<file path="src/rtl/byte_renorm_pkg.sv">
package byte_renorm_pkg;

  // Strobes from the control to the datapath for one symbol
  typedef struct packed {
    logic load;       // register the new low/range values
    logic shiftByte;  // release top byte of low and shift by a byte
    logic clampRange; // replace range by distance to next boundary
  } renormCtl_t;

endpackage

</file>
<file path="src/rtl/byte_renorm_ctrl.sv">
module byte_renorm_ctrl
  import byte_renorm_pkg::*;
#(
  parameter int WORD_W  = 32,
  parameter int BYTE_W  = 8,
  parameter int LIMIT_W = 16
) (
  input  logic              symValid,
  input  logic [WORD_W-1:0] lowIn,
  input  logic [WORD_W-1:0] rangeIn,
  input  logic [WORD_W-1:0] highIn,
  output renormCtl_t        ctl
);

  localparam int TOP_LSB = WORD_W - BYTE_W;

  logic topSettled;
  logic rangeNarrow;

  // only the leading bytes of the two bounds are compared
  assign topSettled  = (lowIn[WORD_W-1:TOP_LSB] == highIn[WORD_W-1:TOP_LSB]);
  assign rangeNarrow = (rangeIn[WORD_W-1:LIMIT_W] == '0);

  always_comb begin
    ctl            = '0;
    ctl.load       = symValid;
    if (symValid) begin
      if (topSettled) begin
        ctl.shiftByte = 1'b1;
      end else if (rangeNarrow) begin
        ctl.shiftByte  = 1'b1;
        ctl.clampRange = 1'b1;
      end
    end
  end

endmodule

</file>
<file path="src/rtl/byte_renorm_dpath.sv">
module byte_renorm_dpath
  import byte_renorm_pkg::*;
#(
  parameter int WORD_W  = 32,
  parameter int BYTE_W  = 8,
  parameter int LIMIT_W = 16
) (
  input  logic              clk,
  input  logic              rstN,
  input  renormCtl_t        ctl,
  input  logic [WORD_W-1:0] lowIn,
  input  logic [WORD_W-1:0] rangeIn,
  output logic [WORD_W-1:0] lowOut,
  output logic [WORD_W-1:0] rangeOut,
  output logic              byteValid,
  output logic [BYTE_W-1:0] byteOut
);

  localparam int TOP_LSB = WORD_W - BYTE_W;
  localparam logic [WORD_W-1:0] LIMIT_MASK = {{(WORD_W-LIMIT_W){1'b0}}, {LIMIT_W{1'b1}}};

  logic [WORD_W-1:0] gapToBoundary;
  logic [WORD_W-1:0] rangeSel;
  logic [WORD_W-1:0] lowNext;
  logic [WORD_W-1:0] rangeNext;

  assign gapToBoundary = ((~lowIn) + {{(WORD_W-1){1'b0}}, 1'b1}) & LIMIT_MASK;
  assign rangeSel      = ctl.clampRange ? gapToBoundary : rangeIn;
  assign lowNext       = ctl.shiftByte ? (lowIn << BYTE_W) : lowIn;
  assign rangeNext     = ctl.shiftByte ? (rangeSel << BYTE_W) : rangeIn;

  always_ff @(posedge clk or negedge rstN) begin
    if (!rstN) begin
      lowOut    <= '0;
      rangeOut  <= '0;
      byteValid <= 1'b0;
      byteOut   <= '0;
    end else begin
      byteValid <= ctl.shiftByte;
      if (ctl.load) begin
        lowOut   <= lowNext;
        rangeOut <= rangeNext;
      end
      if (ctl.shiftByte) begin
        byteOut <= lowIn[WORD_W-1:TOP_LSB];
      end
    end
  end

endmodule

</file>
<file path="src/rtl/byte_renorm.sv">
module byte_renorm
  import byte_renorm_pkg::*;
#(
  parameter int WORD_W  = 32,
  parameter int BYTE_W  = 8,
  parameter int LIMIT_W = 16
) (
  input  logic              clk,
  input  logic              rstN,
  input  logic              symValid,
  input  logic [WORD_W-1:0] lowIn,
  input  logic [WORD_W-1:0] rangeIn,
  input  logic [WORD_W-1:0] highIn,
  output logic [WORD_W-1:0] lowOut,
  output logic [WORD_W-1:0] rangeOut,
  output logic              byteValid,
  output logic [BYTE_W-1:0] byteOut
);

  renormCtl_t ctl;

  byte_renorm_ctrl #(.WORD_W(WORD_W), .BYTE_W(BYTE_W), .LIMIT_W(LIMIT_W)) uCtrl (
    .symValid (symValid),
    .lowIn    (lowIn),
    .rangeIn  (rangeIn),
    .highIn   (highIn),
    .ctl      (ctl)
  );

  byte_renorm_dpath #(.WORD_W(WORD_W), .BYTE_W(BYTE_W), .LIMIT_W(LIMIT_W)) uDpath (
    .clk       (clk),
    .rstN      (rstN),
    .ctl       (ctl),
    .lowIn     (lowIn),
    .rangeIn   (rangeIn),
    .lowOut    (lowOut),
    .rangeOut  (rangeOut),
    .byteValid (byteValid),
    .byteOut   (byteOut)
  );

endmodule

</file>
<file path="config.mk">
export PLATFORM = sky130hd
export DESIGN_NAME = byte_renorm
export DESIGN_NICKNAME = d
export VERILOG_FILES = /design/src/rtl/byte_renorm_pkg.sv /design/src/rtl/byte_renorm_ctrl.sv /design/src/rtl/byte_renorm_dpath.sv /design/src/rtl/byte_renorm.sv
export SDC_FILE = /design/constraint.sdc
export NUM_CORES = 1
export LEC_CHECK = 0
export BUFFER_PORTS_ARGS = -buffer_cell sky130_fd_sc_hd__buf_2
export CORE_MARGIN = 10
export CORE_UTILIZATION = 47
export CTS_CLUSTER_DIAMETER = 30
export DETAILED_ROUTE_END_ITERATION = 10
export PLACE_DENSITY = 0.8
export REMOVE_ABC_BUFFERS = 1
export SKIP_LAST_GASP = 1
export SYNTH_ARGS = -nofsm -noshare
export SYNTH_HDL_FRONTEND = slang
export SYNTH_HIERARCHICAL = 1
export SYNTH_SLANG_ARGS = --single-unit
export TNS_END_PERCENT = 1
</file>
<file path="constraint.sdc">
create_clock -name clk -period 1.15 [get_ports clk]
set_clock_uncertainty 0.05 [all_clocks]
set_input_delay 0.1725 -clock clk [delete_from_list [all_inputs] [get_ports clk]]
set_output_delay 0.1725 -clock clk [all_outputs]
set_load 0.01 [all_outputs]
</file>
==> impl_metrics.env <==
export IMPL_final_util=0.697
export IMPL_period_needed_ps=1830
export IMPL_p_leak_uw=0.00259
export IMPL_yosys_area_top_type="dfrtp_1"
export IMPL_end_kind="flop"
export IMPL_clock_path_buffers=2
export IMPL_async_flop_share=1.00
export IMPL_drcViolationCount=0
export IMPL_postCtsSetupBuffers=0
export IMPL_wire_per_inst_um=17.6
export IMPL_portBuffers=147
export IMPL_antenna_found_initial=2
export IMPL_cts_tree="built"
export IMPL_power_density_nw_per_um2=1150
export IMPL_antenna_cells=0
export IMPL_clkLatencyLatePin_ps=340
export IMPL_first_iter_violations=174
export IMPL_synth_seq_cells=73
export IMPL_placed_area_um2=5140
export IMPL_dieArea_um2=12100
export IMPL_rows=32
export IMPL_synth_area_top_cells="dfrtp_1, a21oi_1, mux2i_1"
export IMPL_viasPerCell=5.26
export IMPL_finalSetupViolCount=73
export IMPL_yosysTopAreaCellShare=0.480
export IMPL_rsz0062_at_grt="yes"
export IMPL_finalWorstSetupSlack_ps=-677
export IMPL_required_ps=1330
export IMPL_area_delta_synth_final_pct=43.2
export IMPL_worstSetupPathType="in -> reg"
export IMPL_report_final_slew_viol_count=0
export IMPL_ys_warnings_count=6
export IMPL_cp_num_buf_inv=2
export IMPL_critPathSlowestCell="nor4b_4"
export IMPL_gr_usage_all_layers=0.203
export IMPL_fp_dieH_um=110
export IMPL_tns_ps=-39020
export IMPL_nets=698
export IMPL_routed_top_layer="met5"
export IMPL_critical_path_startpoint_type="input port"
export IMPL_fin_area_um2=5440
export IMPL_io_pins=172
export IMPL_hold_class="in -> reg"
export IMPL_wl_met3_um=1350
export IMPL_clock_root_buffer="clkbuf_8"
export IMPL_synth_area_um2=3800
export IMPL_yosys_top_cells_count="dfrtp_1, a21oi_1, nor2_1"
export IMPL_outcome="finished, violations left"
export IMPL_routed_wl_um=12400
export IMPL_failed_checks="negative setup slack"
export IMPL_ant_nets=0
export IMPL_gr_total_overflow=0
export IMPL_start_util=0.487
export IMPL_worst_slew_pin_slew_ps=394
export IMPL_path_cells="buf_2 -> nor4_4 -> nand4_1 -> nor4b_4 -> nor2b_4 -> buf_6 -> mux2i_1 -> a21oi_1 -> mux2_4"
export IMPL_crit_fanout=7
export IMPL_max_cap_violations=0
export IMPL_hold_violations=0
export IMPL_drive_above_1_share=0.412
export IMPL_numCtsBuffers=9
export IMPL_yosysMostFrequentCell="dfrtp_1"
export IMPL_hpwl_um=9630
export IMPL_syn_area_per_cell_um2=9.48
export IMPL_place_congestion=0.914
export IMPL_synth_edf_count=0
export IMPL_synth_seq_area_share=0.480
export IMPL_wl_met2_um=5830
export IMPL_relSlewSlack=0.737
export IMPL_firstDrtPassIters=4
export IMPL_grt_max_degree=74
export IMPL_worstPathArrival_ps=2010
export IMPL_fmaxAchievable_mhz=547
export IMPL_grt_pass1_vias=3911
export IMPL_synth_main_ff_cell="dfrtp_1"
export IMPL_via_count=3706
export IMPL_die_width_um=110
export IMPL_worst_path_largest_cell_delay_ps=380
export IMPL_dp_slack_ps=-1020
export IMPL_crit_family="simple AND/OR/NAND/NOR gates"
export IMPL_fin_crit_sh=1.59
export IMPL_grt_pass1_wl_um=19400
export IMPL_htreeDepth=3
export IMPL_postSynthCellCount=401
export IMPL_wl_met1_um=5090
export IMPL_path_clk_slew_ps=70
export IMPL_core_area_um2=7810
export IMPL_clock_sinks=73
export IMPL_ir_worst_vdd_mv=0.810
export IMPL_synth_cell_types=41
[path summary, 6_finish.rpt]
path / start / end / slack, ps / cells after the start
min in group asynchronous: rstN / uDpath/byteOut[2] / 330 / 3
max in group asynchronous: rstN / uDpath/rangeOut[17] / 410 / 3
worst min-delay path: rangeIn[5] / uDpath/rangeOut[5] / 40 / 3
worst max-delay path: rangeIn[29] / uDpath/rangeOut[8] / -680 / 9
worst min register to register: uDpath/rangeOut[28] / uDpath/rangeOut[28] / 430 / 1
worst max register to register: uDpath/rangeOut[18] / uDpath/rangeOut[18] / 230 / 3
[cells in the final DEF (no fill, tap or decap), types with 14 or more instances in the layout]
master,n
xnor2_1,14
inv_1,22
dfrtp_1,73
nor2_1,50
buf_2,141
a21oi_1,64
mux2i_1,26
o21ai_0,19
nor2b_1,19
buf_4,59
nand3b_1,16
[registers in the layout, indices dropped and copies added, names as in the netlist]
signal            cells
uDpath/lowOut        32
uDpath/rangeOut      32
uDpath/byteOut        8
uDpath/byteValid      1
[final cells by class]
cell class,instances,area [µm²]
fillers,621,2360
multi-input cells,278,1840
flip-flops and latches,73,1830
repair buffers,214,1370
clock buffers,12,155
well taps,102,128
inverters,22,82.6
clock inverters,3,40.0
[layer usage]
layer  GRT usage  up-vias
met5           0        -
met1       0.238     1763
met4      0.0539        4
li1            -     1774
met2       0.329      152
met3      0.0930       13
[kinds of logic after synthesis]
| family | Yosys count | synth area share |
|---|---|---|
| AO/OA/AOI/OAI | 104 | 0.152 |
| AND/OR/NAND/NOR | 118 | 0.170 |
| flip-flops | 73 | 0.480 |
| buffers and inverters | 50 | 0.0523 |
| adder cells (fa/ha/maj) | 1 | 0.00329 |
| multiplexers | 36 | 0.0981 |
| XOR/XNOR | 19 | 0.0438 |
[stage by stage]
| step | total power, µW | hold WS (ps) | cells |
|---|---|---|---|
| after global routing | 6590 | 33.0 | 704 |
| final | 6260 | 41.9 | 704 |
| after detailed placement | 4260 | 170 | 688 |
| after global placement | 4210 | 167 | 688 |
| after CTS | 6300 | 19.8 | 704 |
| after floorplan | 3440 | -173 | 373 |
[worst register-to-register path: stages (launching register included)]
cell and delay, ps:
dfrtp_1 380, nand2b_1 110, o211ai_1 120, a2bb2oi_1 150
[where the power goes]
part           switching (µW)  internal, µW  total [µW]
sequential                124          2800        2920
clock                     930          1100        2030
combinational             701           610        1310
total                    1760          4510        6260
[repair_timing]
item	in CTS	in global routing
hold endpoints to repair	73	0
setup endpoints to repair	73	77
pin swaps	0	6
hold buffers	1	0
resized for setup	2	15
Power figures use the tool's default switching activity.
